### config.mk
export PLATFORM = sky130hd
export DESIGN_NAME = jtag_chain_sel
export DESIGN_NICKNAME = d
export VERILOG_FILES = /design/src/rtl/jtag_sel_pkg.sv /design/src/rtl/jtag_tap_ctrl.sv /design/src/rtl/jtag_sel_datapath.sv /design/src/rtl/jtag_chain_sel.sv
export SDC_FILE = /design/constraint.sdc
export NUM_CORES = 1
export LEC_CHECK = 0
export BUFFER_PORTS_ARGS = -buffer_cell sky130_fd_sc_hd__buf_4
export CORE_ASPECT_RATIO = 1.4
export CORE_UTILIZATION = 37
export DETAILED_ROUTE_END_ITERATION = 8
export GPL_ROUTABILITY_DRIVEN = 1
export PLACE_DENSITY = 0.64
export SLEW_MARGIN = 10
export SYNTH_ARGS = -nofsm -noshare
export SYNTH_HDL_FRONTEND = slang
export SYNTH_SLANG_ARGS = --single-unit
export TNS_END_PERCENT = 5
### constraint.sdc
create_clock -name tck -period 2.02 [get_ports tck]
set_input_delay 0.202 -clock tck [delete_from_list [all_inputs] [get_ports tck]]
set_output_delay 0.202 -clock tck [all_outputs]
set_load 0.01 [all_outputs]
### src/rtl/jtag_sel_pkg.sv
package jtag_sel_pkg;
  localparam int IR_W = 5;

  localparam logic [IR_W-1:0] OP_EXT_SCAN = 5'h00;
  localparam logic [IR_W-1:0] OP_CHAINSEL = 5'h02;
  localparam logic [IR_W-1:0] OP_INT_SCAN = 5'h0C;
  localparam logic [IR_W-1:0] OP_BYPASS   = 5'h1F;
  localparam logic [IR_W-1:0] IR_CAPTURE  = 5'b00001;

  typedef enum logic [3:0] {
    ST_RESET, ST_IDLE, ST_SEL_DR, ST_CAP_DR, ST_SHF_DR, ST_EX1_DR, ST_PAU_DR, ST_EX2_DR,
    ST_UPD_DR, ST_SEL_IR, ST_CAP_IR, ST_SHF_IR, ST_EX1_IR, ST_PAU_IR, ST_EX2_IR, ST_UPD_IR
  } tapState_e;

  typedef struct packed {
    logic inReset;
    logic idleEntry;
    logic captureIr;
    logic shiftIr;
    logic updateIr;
    logic captureDr;
    logic shiftDr;
    logic updateDr;
  } tapStrobes_t;
endpackage

### src/rtl/jtag_tap_ctrl.sv
module jtag_tap_ctrl
  import jtag_sel_pkg::*;
(
  input  logic        tck,
  input  logic        trstN,
  input  logic        tms,
  output tapStrobes_t strobes
);
  tapState_e state, nextState;
  logic wasIdle;

  always_comb begin
    unique case (state)
      ST_RESET:  nextState = tms ? ST_RESET  : ST_IDLE;
      ST_IDLE:   nextState = tms ? ST_SEL_DR : ST_IDLE;
      ST_SEL_DR: nextState = tms ? ST_SEL_IR : ST_CAP_DR;
      ST_CAP_DR: nextState = tms ? ST_EX1_DR : ST_SHF_DR;
      ST_SHF_DR: nextState = tms ? ST_EX1_DR : ST_SHF_DR;
      ST_EX1_DR: nextState = tms ? ST_UPD_DR : ST_PAU_DR;
      ST_PAU_DR: nextState = tms ? ST_EX2_DR : ST_PAU_DR;
      ST_EX2_DR: nextState = tms ? ST_UPD_DR : ST_SHF_DR;
      ST_UPD_DR: nextState = tms ? ST_SEL_DR : ST_IDLE;
      ST_SEL_IR: nextState = tms ? ST_RESET  : ST_CAP_IR;
      ST_CAP_IR: nextState = tms ? ST_EX1_IR : ST_SHF_IR;
      ST_SHF_IR: nextState = tms ? ST_EX1_IR : ST_SHF_IR;
      ST_EX1_IR: nextState = tms ? ST_UPD_IR : ST_PAU_IR;
      ST_PAU_IR: nextState = tms ? ST_EX2_IR : ST_PAU_IR;
      ST_EX2_IR: nextState = tms ? ST_UPD_IR : ST_SHF_IR;
      default:   nextState = tms ? ST_SEL_DR : ST_IDLE;
    endcase
  end

  always_ff @(posedge tck or negedge trstN) begin
    if (!trstN) begin
      state   <= ST_RESET;
      wasIdle <= 1'b0;
    end else begin
      state   <= nextState;
      wasIdle <= (state == ST_IDLE);
    end
  end

  always_comb begin
    strobes.inReset   = (state == ST_RESET);
    strobes.idleEntry = (state == ST_IDLE) && !wasIdle;
    strobes.captureIr = (state == ST_CAP_IR);
    strobes.shiftIr   = (state == ST_SHF_IR);
    strobes.updateIr  = (state == ST_UPD_IR);
    strobes.captureDr = (state == ST_CAP_DR);
    strobes.shiftDr   = (state == ST_SHF_DR);
    strobes.updateDr  = (state == ST_UPD_DR);
  end
endmodule

### src/rtl/jtag_sel_datapath.sv
module jtag_sel_datapath
  import jtag_sel_pkg::*;
#(
  parameter int SEL_W  = 5,
  parameter int NCHAIN = 8,
  parameter logic [SEL_W-1:0] SEL_MARK = 5'h10
) (
  input  logic              tck,
  input  logic              trstN,
  input  logic              tdi,
  input  tapStrobes_t       strobes,
  input  logic [NCHAIN-1:0] chainTdo,
  output logic              tdo,
  output logic [IR_W-1:0]   curInstr,
  output logic [SEL_W-1:0]  activeChain,
  output logic [NCHAIN-1:0] chainEn
);
  localparam int CIDX_W = (NCHAIN > 1) ? $clog2(NCHAIN) : 1;

  logic [IR_W-1:0]  irShift;
  logic [SEL_W-1:0] selShift;
  logic             bypassBit;
  logic             isSel, isScan, routed, tdoNext;

  assign isSel  = (curInstr == OP_CHAINSEL);
  assign isScan = (curInstr == OP_INT_SCAN) || (curInstr == OP_EXT_SCAN);
  assign routed = isScan && (activeChain != '0) && (activeChain < SEL_W'(NCHAIN));

  always_ff @(posedge tck or negedge trstN) begin
    if (!trstN) begin
      irShift     <= '0;
      curInstr    <= OP_BYPASS;
      selShift    <= '0;
      activeChain <= '0;
      bypassBit   <= 1'b0;
    end else begin
      if (strobes.captureIr)    irShift <= IR_CAPTURE;
      else if (strobes.shiftIr) irShift <= {tdi, irShift[IR_W-1:1]};

      if (strobes.inReset)       curInstr <= OP_BYPASS;
      else if (strobes.updateIr) curInstr <= irShift;

      if (strobes.captureDr && isSel)    selShift <= SEL_MARK;
      else if (strobes.shiftDr && isSel) selShift <= {tdi, selShift[SEL_W-1:1]};

      if (strobes.inReset)                activeChain <= '0;
      else if (strobes.updateDr && isSel) activeChain <= selShift;

      if (strobes.captureDr)    bypassBit <= 1'b0;
      else if (strobes.shiftDr) bypassBit <= tdi;
    end
  end

  for (genvar k = 0; k < NCHAIN; k++) begin : g_en
    if (k == 0) begin : g_park
      assign chainEn[k] = 1'b0;
    end else begin : g_live
      assign chainEn[k] = isScan && (activeChain == SEL_W'(k));
    end
  end

  always_comb begin
    tdoNext = 1'b0;
    if (strobes.shiftIr)                tdoNext = irShift[0];
    else if (strobes.shiftDr && isSel)  tdoNext = selShift[0];
    else if (strobes.shiftDr && routed) tdoNext = chainTdo[activeChain[CIDX_W-1:0]];
    else if (strobes.shiftDr)           tdoNext = bypassBit;
  end

  always_ff @(negedge tck or negedge trstN) begin
    if (!trstN) tdo <= 1'b0;
    else        tdo <= tdoNext;
  end
endmodule

### src/rtl/jtag_chain_sel.sv
module jtag_chain_sel
  import jtag_sel_pkg::*;
#(
  parameter int SEL_W  = 5,
  parameter int NCHAIN = 8
) (
  input  logic              tck,
  input  logic              trstN,
  input  logic              tms,
  input  logic              tdi,
  output logic              tdo,
  output logic [4:0]        curInstr,
  output logic [SEL_W-1:0]  activeChain,
  output logic [NCHAIN-1:0] chainEn,
  input  logic [NCHAIN-1:0] chainTdo,
  output logic              captureStb,
  output logic              shiftStb,
  output logic              updateStb,
  output logic              idleEntryStb
);
  tapStrobes_t strobes;

  jtag_tap_ctrl uCtrl (.tck(tck), .trstN(trstN), .tms(tms), .strobes(strobes));

  jtag_sel_datapath #(.SEL_W(SEL_W), .NCHAIN(NCHAIN)) uPath (
    .tck(tck), .trstN(trstN), .tdi(tdi), .strobes(strobes), .chainTdo(chainTdo),
    .tdo(tdo), .curInstr(curInstr), .activeChain(activeChain), .chainEn(chainEn)
  );

  assign captureStb   = strobes.captureDr;
  assign shiftStb     = strobes.shiftDr;
  assign updateStb    = strobes.updateDr;
  assign idleEntryStb = strobes.idleEntry;
endmodule

==> results of run 1 <==
==> report_power, final <==
| part | leakage (nW) | internal (mW) | total [mW] | switching, mW |
|---|---|---|---|---|
| clock | 0.0255 | 0.138 | 0.308 | 0.169 |
| combinational | 0.630 | 0.494 | 1.06 | 0.561 |
| sequential | 0.343 | 0.686 | 0.765 | 0.0793 |
==> flip-flops by register name, indices dropped and copies added (netlist names) <==
register,flops
uPath.tdo,1
uPath.activeChain,5
uPath.bypassBit,1
uPath.selShift,5
uCtrl.wasIdle,1
uPath.curInstr,5
uCtrl.state,4
uPath.irShift,5
==> cell usage in the layout (no fill, tap or decap), types with 3 or more instances in the layout <==
| cell | count |
|---|---|
| nand2_1 | 26 |
| dfstp_2 | 5 |
| nor2b_1 | 3 |
| mux2i_1 | 7 |
| a22oi_1 | 6 |
| inv_1 | 7 |
| a21oi_1 | 5 |
| dfrtp_1 | 21 |
| nor3_1 | 5 |
| buf_4 | 64 |
| o21ai_0 | 12 |
| a22o_1 | 4 |
| nor2_1 | 14 |
| nand3_1 | 3 |
| clkbuf_8 | 3 |
==> area by class of cell <==
type / count / area, um^2
fillers: 382 / 1850
clock inverters: 1 / 5.00
repair buffers: 66 / 502
flip-flops and latches: 27 / 682
multi-input cells: 117 / 762
inverters: 7 / 26.3
clock buffers: 3 / 41.3
well taps: 43 / 53.8
==> cells by family after synthesis <==
logic type             synth area share, %
AO/OA/AOI/OAI                         16.2
XOR/XNOR                              1.16
flip-flops                            45.3
buffers and inverters                 6.24
multiplexers                          8.40
other                                0.249
AND/OR/NAND/NOR                       22.4
==> Yosys cell counts, drive strengths merged, types with 3 or more instances <==
cell / n / area share, %
nand2: 26 / 6.5
a22o: 4 / 2.3
nand3: 3 / 1.0
nor2: 14 / 3.5
buf: 4 / 2.7
clkbuf: 7 / 1.7
dfrtp: 21 / 35
a21oi: 5 / 1.7
dfstp: 5 / 8.7
nor2b: 3 / 1.2
o21ai: 12 / 4.0
nor3: 6 / 2.0
mux2i: 7 / 4.7
nor4: 3 / 2.2
a22oi: 6 / 3.0
inv: 7 / 1.7
==> metal layers <==
layer,vias to the layer above,wire length (um),global-route usage [%]
met2,36,2060,34.7
met3,5,131,2.50
met1,674,1400,19.4
met5,-,0,0
li1,688,-,-
met4,0,56,8.78
==> worst paths after layout <==
| check | from | end | slack (ns) | cells past startpoint |
|---|---|---|---|---|
| worst max-delay path | uPath.activeChain[0]$_DFFE_PN0P_ | uPath.tdo$_DFF_NN0_ | -0.62 | 4 |
| worst min-delay path | tdi | uPath.bypassBit$_DFFE_PN0P_ | 0.18 | 3 |
| worst max register to register | uPath.activeChain[0]$_DFFE_PN0P_ | uPath.tdo$_DFF_NN0_ | -0.62 | 4 |
| worst min register to register | uPath.selShift[4]$_DFFE_PN0P_ | uPath.selShift[3]$_DFFE_PN0P_ | 0.52 | 1 |
| max in group asynchronous | trstN | uPath.tdo$_DFF_NN0_ | 0.78 | 2 |
| min in group asynchronous | trstN | uPath.activeChain[1]$_DFFE_PN0P_ | 0.46 | 3 |
==> worst register-to-register path, delay by kind of cell (launching register included) <==
family | cells | cell delay (ns)
muxes | 3 | 0.97
DFF | 1 | 0.44
AOI/OAI and AO/OA | 1 | 0.07
==> metrics by stage <==
| stage | instances | setup TNS (ns) | utilization [%] | hold WS, ns | setup slack (ns) |
|---|---|---|---|---|---|
| finish | 264 | -1.35 | 52.9 | 0.177 | -0.619 |
| global route | 264 | -1.96 | 52.9 | 0.182 | -0.670 |
| CTS | 264 | -1.36 | 52.9 | 0.179 | -0.634 |
| detailed placement | 259 | -0.654 | 50.6 | 0.228 | -0.654 |
| global placement | 259 | -0.640 | 50.6 | 0.224 | -0.640 |
| floorplan | 162 | -0.681 | - | -0.0936 | -0.681 |
==> what timing repair did <==
item	CTS	global route
gates resized for setup	6	0
setup buffers	0	0
pin swaps	5	1
endpoints found under the setup margin	8	9
hold buffers	1	0
endpoints found under the hold margin	21	0
gates cloned	0	0
==> metrics.txt, run 1 <==
Worst Path Required 1.14 ns; Slew headroom 60.8%; post-route setup slack -0.619 ns; worst slew pin tran 0.582 ns; Critical Path End Type flop; Pleak 0.998 nW; Crit path buffers/inverters 0; Post-synth ARST share 100%; Synth Instances 162; CTS tree done; Final Max Slew Viols 0; CTS clock-pin slew for the worst setup and hold paths 0.09 ns; Routability Congestion 0.759; Hold Vio Cnt, Final 0; final cell area excluding filler cells 0.00207 mm^2; peak supply drop 0.608 mV; Post-Syn Area 0.00150 mm^2; core area 0.00392 mm^2; Starting Density 38.4%; PortBufs 33; Avg WL per Cell 13.8 um; routed vias 1403; critical path cell sequence mux4_2 > mux2_4 > mux2i_1 > o31ai_2; post-DR vias/cell 5.31; initial antenna violation count 0; synthesized area per cell 9.28 um^2; vias in the first global route 1439; root buffer cell clkbuf_8; Routed Antenna Nets 0; CP delay by family, top multiplexers; Critical Path AT 1.75 ns; Crit Path Max Fanout 4; Netlist cell types 39; final wirelength 3640 um; DP HPWL 2860 um; Die Area 0.00433 mm^2; failing checks setup timing; chip height 77.4 um; outcome complete, but fails checks; HP Class primary input to flop; CTS Buf Count 3; Clock Path Buffers 2; Post-Syn Nets 174; area grow syn2layout 37.8%; DRC 0; critical path class flop to flop; CP max-delay cell mux4_2; I/O pin total 35; layout cells sized above 1 38.0%; total track usage 18.2%; Max Cap Viol 0; CTS sink count 27; DRT iter0 DRCs 40; CP peak stage delay 0.53 ns; Final #Nets 234; Die Wd 55.9 um; row count 27; Setup violations, final 8; GR Overflow Total 0; Post-synth top flop dfrtp_1; crit start category flop; pin count of the biggest net entering global routing 27; H-tree levels 1; register area share after synthesis 45.3%; EDFF count, synth 0; TritonRoute pass-1 iters 4; Synth Warn # 0; power per cell area 1030 mW/mm^2; clock skew 0.0119 ns; synthesis-stage register bit count 27; antenna cell count 0; Pwr Total 2.13 mW; unrepaired setup endpoints after global routing yes; global-route wire length before repair 6260 um; Clock Latency Late Sink 0.28 ns; placed cell area 0.00198 mm^2
Note: power is estimated with default switching activity, not from simulation.
==> run 2, diff against run 1 <==
--- a/config.mk
+++ b/config.mk
@@ -10,7 +10,7 @@
 export CORE_UTILIZATION = 37
 export DETAILED_ROUTE_END_ITERATION = 8
 export GPL_ROUTABILITY_DRIVEN = 1
-export PLACE_DENSITY = 0.64
+export PLACE_DENSITY_LB_ADDON = 0.3
 export SLEW_MARGIN = 10
 export SYNTH_ARGS = -nofsm -noshare
 export SYNTH_HDL_FRONTEND = slang
==> metrics.txt, run 2 (same netlist as run 1, synthesis figures left out) <==
final wirelength 3750 um; Crit Path Max Fanout 2; H-tree levels 1; FF-to-FF Start uPath.curInstr[4]$_DFFE_PN1P_; pre-CTS WS -0.661 ns; outcome complete, but fails checks; R2R cell count 4; chip height 77.4 um; core area 0.00392 mm^2; DP HPWL 2960 um; Pwr Total 2.12 mW; crit start category flop; Setup violations, final 9; Hold EP uCtrl.state[2]$_DFF_PN0_; I/O pin total 35; Routability Congestion 0.846; initial antenna violation count 0; Pleak 0.984 nW; reg2reg end uPath.tdo$_DFF_NN0_; CP max-delay cell or4_4; Avg WL per Cell 14.3 um; Clock Latency Late Sink 0.28 ns; Critical path origin uPath.curInstr[4]$_DFFE_PN1P_; global-route wire length before repair 6230 um; HP Class primary input to flop; Die Area 0.00433 mm^2; Worst Path Required 1.13 ns; Slew headroom 63.2%; Max Cap Viol 0; root buffer cell clkbuf_8; most common cell after layout, fill and taps aside buf_4; Clock Path Buffers 2; CTS clock-pin slew for the worst setup and hold paths 0.08 ns; post-CTS setup buffer count 0; Hold Crit Depth 2; fin cells 262; final cell area excluding filler cells 0.00205 mm^2; antenna cell count 0; setup tns final -1.42 ns; worst slew pin tran 0.546 ns; dpl cells 257; clock skew 0.0112 ns; pin count of the biggest net entering global routing 27; CP peak stage delay 0.55 ns; switching part of the total 38.1%; peak supply drop 0.505 mV; unrepaired setup endpoints after global routing yes; vias in the first global route 1385; CTS tree done; Int Pwr 1.31 mW; critical path class flop to flop; placed cell area 0.00197 mm^2; sequential cell fraction of total power 36.6%; Combinational Power Share 49.2%; post-DR vias/cell 5.30; Net Switching 0.807 mW; CTS sink count 27; Die Wd 55.9 um; failing checks setup timing; layout cells sized above 1 36.5%; GR Overflow Total 0; Filler cells 372; total track usage 18.1%; row count 27; Hold Vio Cnt, Final 0; fin util 52.2%; Final Max Slew Viols 0; Final #Nets 232; CTS Buf Count 3; Routed Antenna Nets 0; area grow syn2layout 36.1%; hold slack 0.204 ns; post-route setup slack -0.662 ns; DRC 0; DRT iter0 DRCs 82; TritonRoute pass-1 iters 4; Critical Path End Type flop; critical path cell sequence or4_4 > nor4_4 > mux2i_1 > o31ai_2; Starting Density 38.4%; R2R setup slack -0.66 ns; clock power share 14.2%; Critical Path AT 1.80 ns; power per cell area 1030 mW/mm^2; routed vias 1389; PortBufs 33; commonest non-fill, non-tap cells in the layout buf_4 (63), nand2_1 (26), dfrtp_1 (21); Hold Crit Start tms
-- run 2: layout make-up --
cell class                 count  area, um^2  area share (%)
sequential                    27         682            33.3
inverter                       7        26.3            1.28
timing repair buffer          64         483            23.6
multi-input combinational    117         757            37.0
tap                           43        53.8            2.63
clock buffer                   4        45.0            2.20
-- run 2: worst max path at each step --
stage | cells after the start | end | slack [ns]
finish | 4 | uPath.tdo$_DFF_NN0_ | -0.66
global route | 4 | uPath.tdo$_DFF_NN0_ | -0.72
CTS | 4 | uPath.tdo$_DFF_NN0_ | -0.67
detailed placement | 4 | uPath.tdo$_DFF_NN0_ | -0.66
global placement | 4 | uPath.tdo$_DFF_NN0_ | -0.64
floorplan | 5 | uPath.tdo$_DFF_NN0_ | -0.68
-- run 2: timing repair --
action | in CTS | in global routing
hold buffers | 1 | 0
resized for setup | 3 | 1
pin swaps | 2 | 1
hold endpoints to repair | 21 | 0
endpoints found under the setup margin | 9 | 9
-- run 2: power by group through the flow --
stage	sequential (mW)	clock, mW	combinational, mW
final	0.775	0.300	1.04
after global placement	0.774	0	0.993
after floorplan	0.808	0	0.570
after global routing	0.792	0.329	1.16
after CTS	0.775	0.307	1.05
after detailed placement	0.785	0	1.03
-- run 2: critical path, delay by kind of cell, from the launching register on --
family	cells	cell delay (ns)
muxes	1	0.24
AOI/OAI and AO/OA	1	0.08
and+or+nand+nor	2	0.83
DFF	1	0.38
-- run 2: layer usage --
| layer | global-route usage [%] | up-vias | share of wire [%] |
|---|---|---|---|
| met5 | 0 | - | 0 |
| met4 | 5.85 | 0 | 1.6 |
| met3 | 2.67 | 5 | 4.4 |
| met2 | 34.5 | 37 | 56 |
| met1 | 20.4 | 668 | 38 |
| li1 | - | 679 | - |
==> run 3, diff against run 2 <==
--- a/config.mk
+++ b/config.mk
@@ -10,7 +10,7 @@
 export CORE_UTILIZATION = 37
 export DETAILED_ROUTE_END_ITERATION = 8
 export GPL_ROUTABILITY_DRIVEN = 1
-export PLACE_DENSITY_LB_ADDON = 0.3
+export PLACE_DENSITY_LB_ADDON = 0.05
 export SLEW_MARGIN = 10
 export SYNTH_ARGS = -nofsm -noshare
 export SYNTH_HDL_FRONTEND = slang
==> metrics.txt, run 3 (same netlist as run 1, synthesis figures left out) <==
placed cell area 0.00197 mm^2; CTS Buf Count 3; Pwr Total 2.14 mW; commonest non-fill, non-tap cells in the layout buf_4 (62), nand2_1 (25), dfrtp_1 (20); reg2reg end uPath.tdo$_DFF_NN0_; initial antenna violation count 0; Worst Path Required 1.13 ns; CTS clock-pin slew for the worst setup and hold paths 0.09 ns; Slew headroom 60.8%; critical path cell sequence mux4_2 > mux2_4 > mux2i_1 > o31ai_2; vias in the first global route 1447; Final #Nets 232; H-tree levels 1; R2R cell count 4; FF-to-FF Start uPath.activeChain[0]$_DFFE_PN0P_; Critical path origin uPath.activeChain[0]$_DFFE_PN0P_; CTS tree done; Starting Density 38.4%; Int Pwr 1.33 mW; final cell area excluding filler cells 0.00206 mm^2; TritonRoute pass-1 iters 4; Hold Vio Cnt, Final 0; post-DR vias/cell 5.28; crit start category flop; I/O pin total 35; Clock Path Buffers 2; Avg WL per Cell 14.9 um; post-CTS setup buffer count 0; DRC 0; GR Overflow Total 0; CP Capture Point uPath.tdo$_DFF_NN0_; failing checks setup timing; setup tns final -1.09 ns; Max Cap Viol 0; Die Wd 55.9 um; sequential cell fraction of total power 36.1%; chip height 77.4 um; worst slew pin tran 0.582 ns; dpl cells 257; area grow syn2layout 37.3%; DRT iter0 DRCs 37; Routed Antenna Nets 0; CP max-delay cell mux4_2; Clock Latency Late Sink 0.28 ns; Setup violations, final 9; antenna cell count 0; unrepaired setup endpoints after global routing yes; power per cell area 1040 mW/mm^2; routed vias 1384; root buffer cell clkbuf_8; most common cell after layout, fill and taps aside buf_4; Crit Path Max Fanout 4; switching part of the total 37.9%; post-route setup slack -0.600 ns; final wirelength 3900 um; Combinational Power Share 49.9%; CTS sink count 27; DP HPWL 3050 um; Final Max Slew Viols 0; outcome complete, but fails checks; critical path class flop to flop; HP Class primary input to flop; Routability Congestion 0.834; total track usage 19.4%; Die Area 0.00433 mm^2; Critical Path AT 1.73 ns; Critical Path End Type flop; layout cells sized above 1 38.4%; Filler cells 390; fin cells 262; core area 0.00392 mm^2; PortBufs 33; row count 27; Pleak 0.982 nW; clock power share 14.0%; pin count of the biggest net entering global routing 27; R2R setup slack -0.60 ns; CP peak stage delay 0.52 ns; clock skew 0.0137 ns; Net Switching 0.810 mW; peak supply drop 0.673 mV; global-route wire length before repair 6620 um
[run 3: worst min-delay path by stage]
stage / start / endpoint / slack (ns) / cells after the start
floorplan: trstN / uCtrl.state[0]$_DFF_PN0_ / -0.09 / 0
CTS: tdi / uPath.bypassBit$_DFFE_PN0P_ / 0.19 / 3
detailed placement: trstN / uPath.activeChain[4]$_DFFE_PN0P_ / 0.25 / 2
global route: tms / uCtrl.state[2]$_DFF_PN0_ / 0.20 / 2
finish: tdi / uPath.bypassBit$_DFFE_PN0P_ / 0.20 / 3
global placement: trstN / uPath.activeChain[3]$_DFFE_PN0P_ / 0.24 / 2
[run 3: per-layer routing]
metal | vias up | part of all wire, % | GRT usage, %
met4 | 0 | 2.2 | 8.78
met5 | - | 0 | 0
li1 | 685 | - | -
met2 | 45 | 55 | 36.9
met1 | 646 | 38 | 20.9
met3 | 8 | 4.7 | 2.67
[run 3: layout make-up]
type	instances	area, um^2	area share, %
well taps	43	53.8	2.61
multi-input cells	117	769	37.3
clock buffers	4	45.0	2.18
repair buffers	64	487	23.6
flip-flops and latches	27	683	33.1
inverters	7	26.3	1.27
[run 3: timing repair]
action | 4_1_cts | 5_1_grt
hold buffers | 1 | 0
hold endpoints to repair | 21 | 0
endpoints found under the setup margin | 9 | 9
pin swaps | 3 | 3
gates resized for setup | 3 | 6
[run 3: per-stage QoR]
| stage | utilization (%) | setup slack (ns) | hold WS [ns] |
|---|---|---|---|
| 2_1_floorplan | - | -0.681 | -0.0936 |
| 3_3_place_gp | 50.2 | -0.647 | 0.238 |
| 3_5_place_dp | 50.2 | -0.669 | 0.250 |
| 4_1_cts | 52.1 | -0.636 | 0.194 |
| 5_1_grt | 52.7 | -0.647 | 0.203 |
| 6_report | 52.7 | -0.600 | 0.200 |
[run 3: power groups by stage]
| stage | logic (mW) | registers [mW] | clock network, mW |
|---|---|---|---|
| floorplan | 0.570 | 0.808 | 0 |
| global placement | 1.05 | 0.780 | 0 |
| detailed placement | 1.06 | 0.784 | 0 |
| CTS | 1.07 | 0.774 | 0.314 |
| global route | 1.19 | 0.792 | 0.340 |
| finish | 1.07 | 0.771 | 0.299 |
[run 3: worst max-delay path, delay by kind of cell (launching register included)]
| kind | cells | cell delay, ns |
|---|---|---|
| flops | 1 | 0.42 |
| compound gates | 1 | 0.07 |
| mux | 3 | 0.97 |
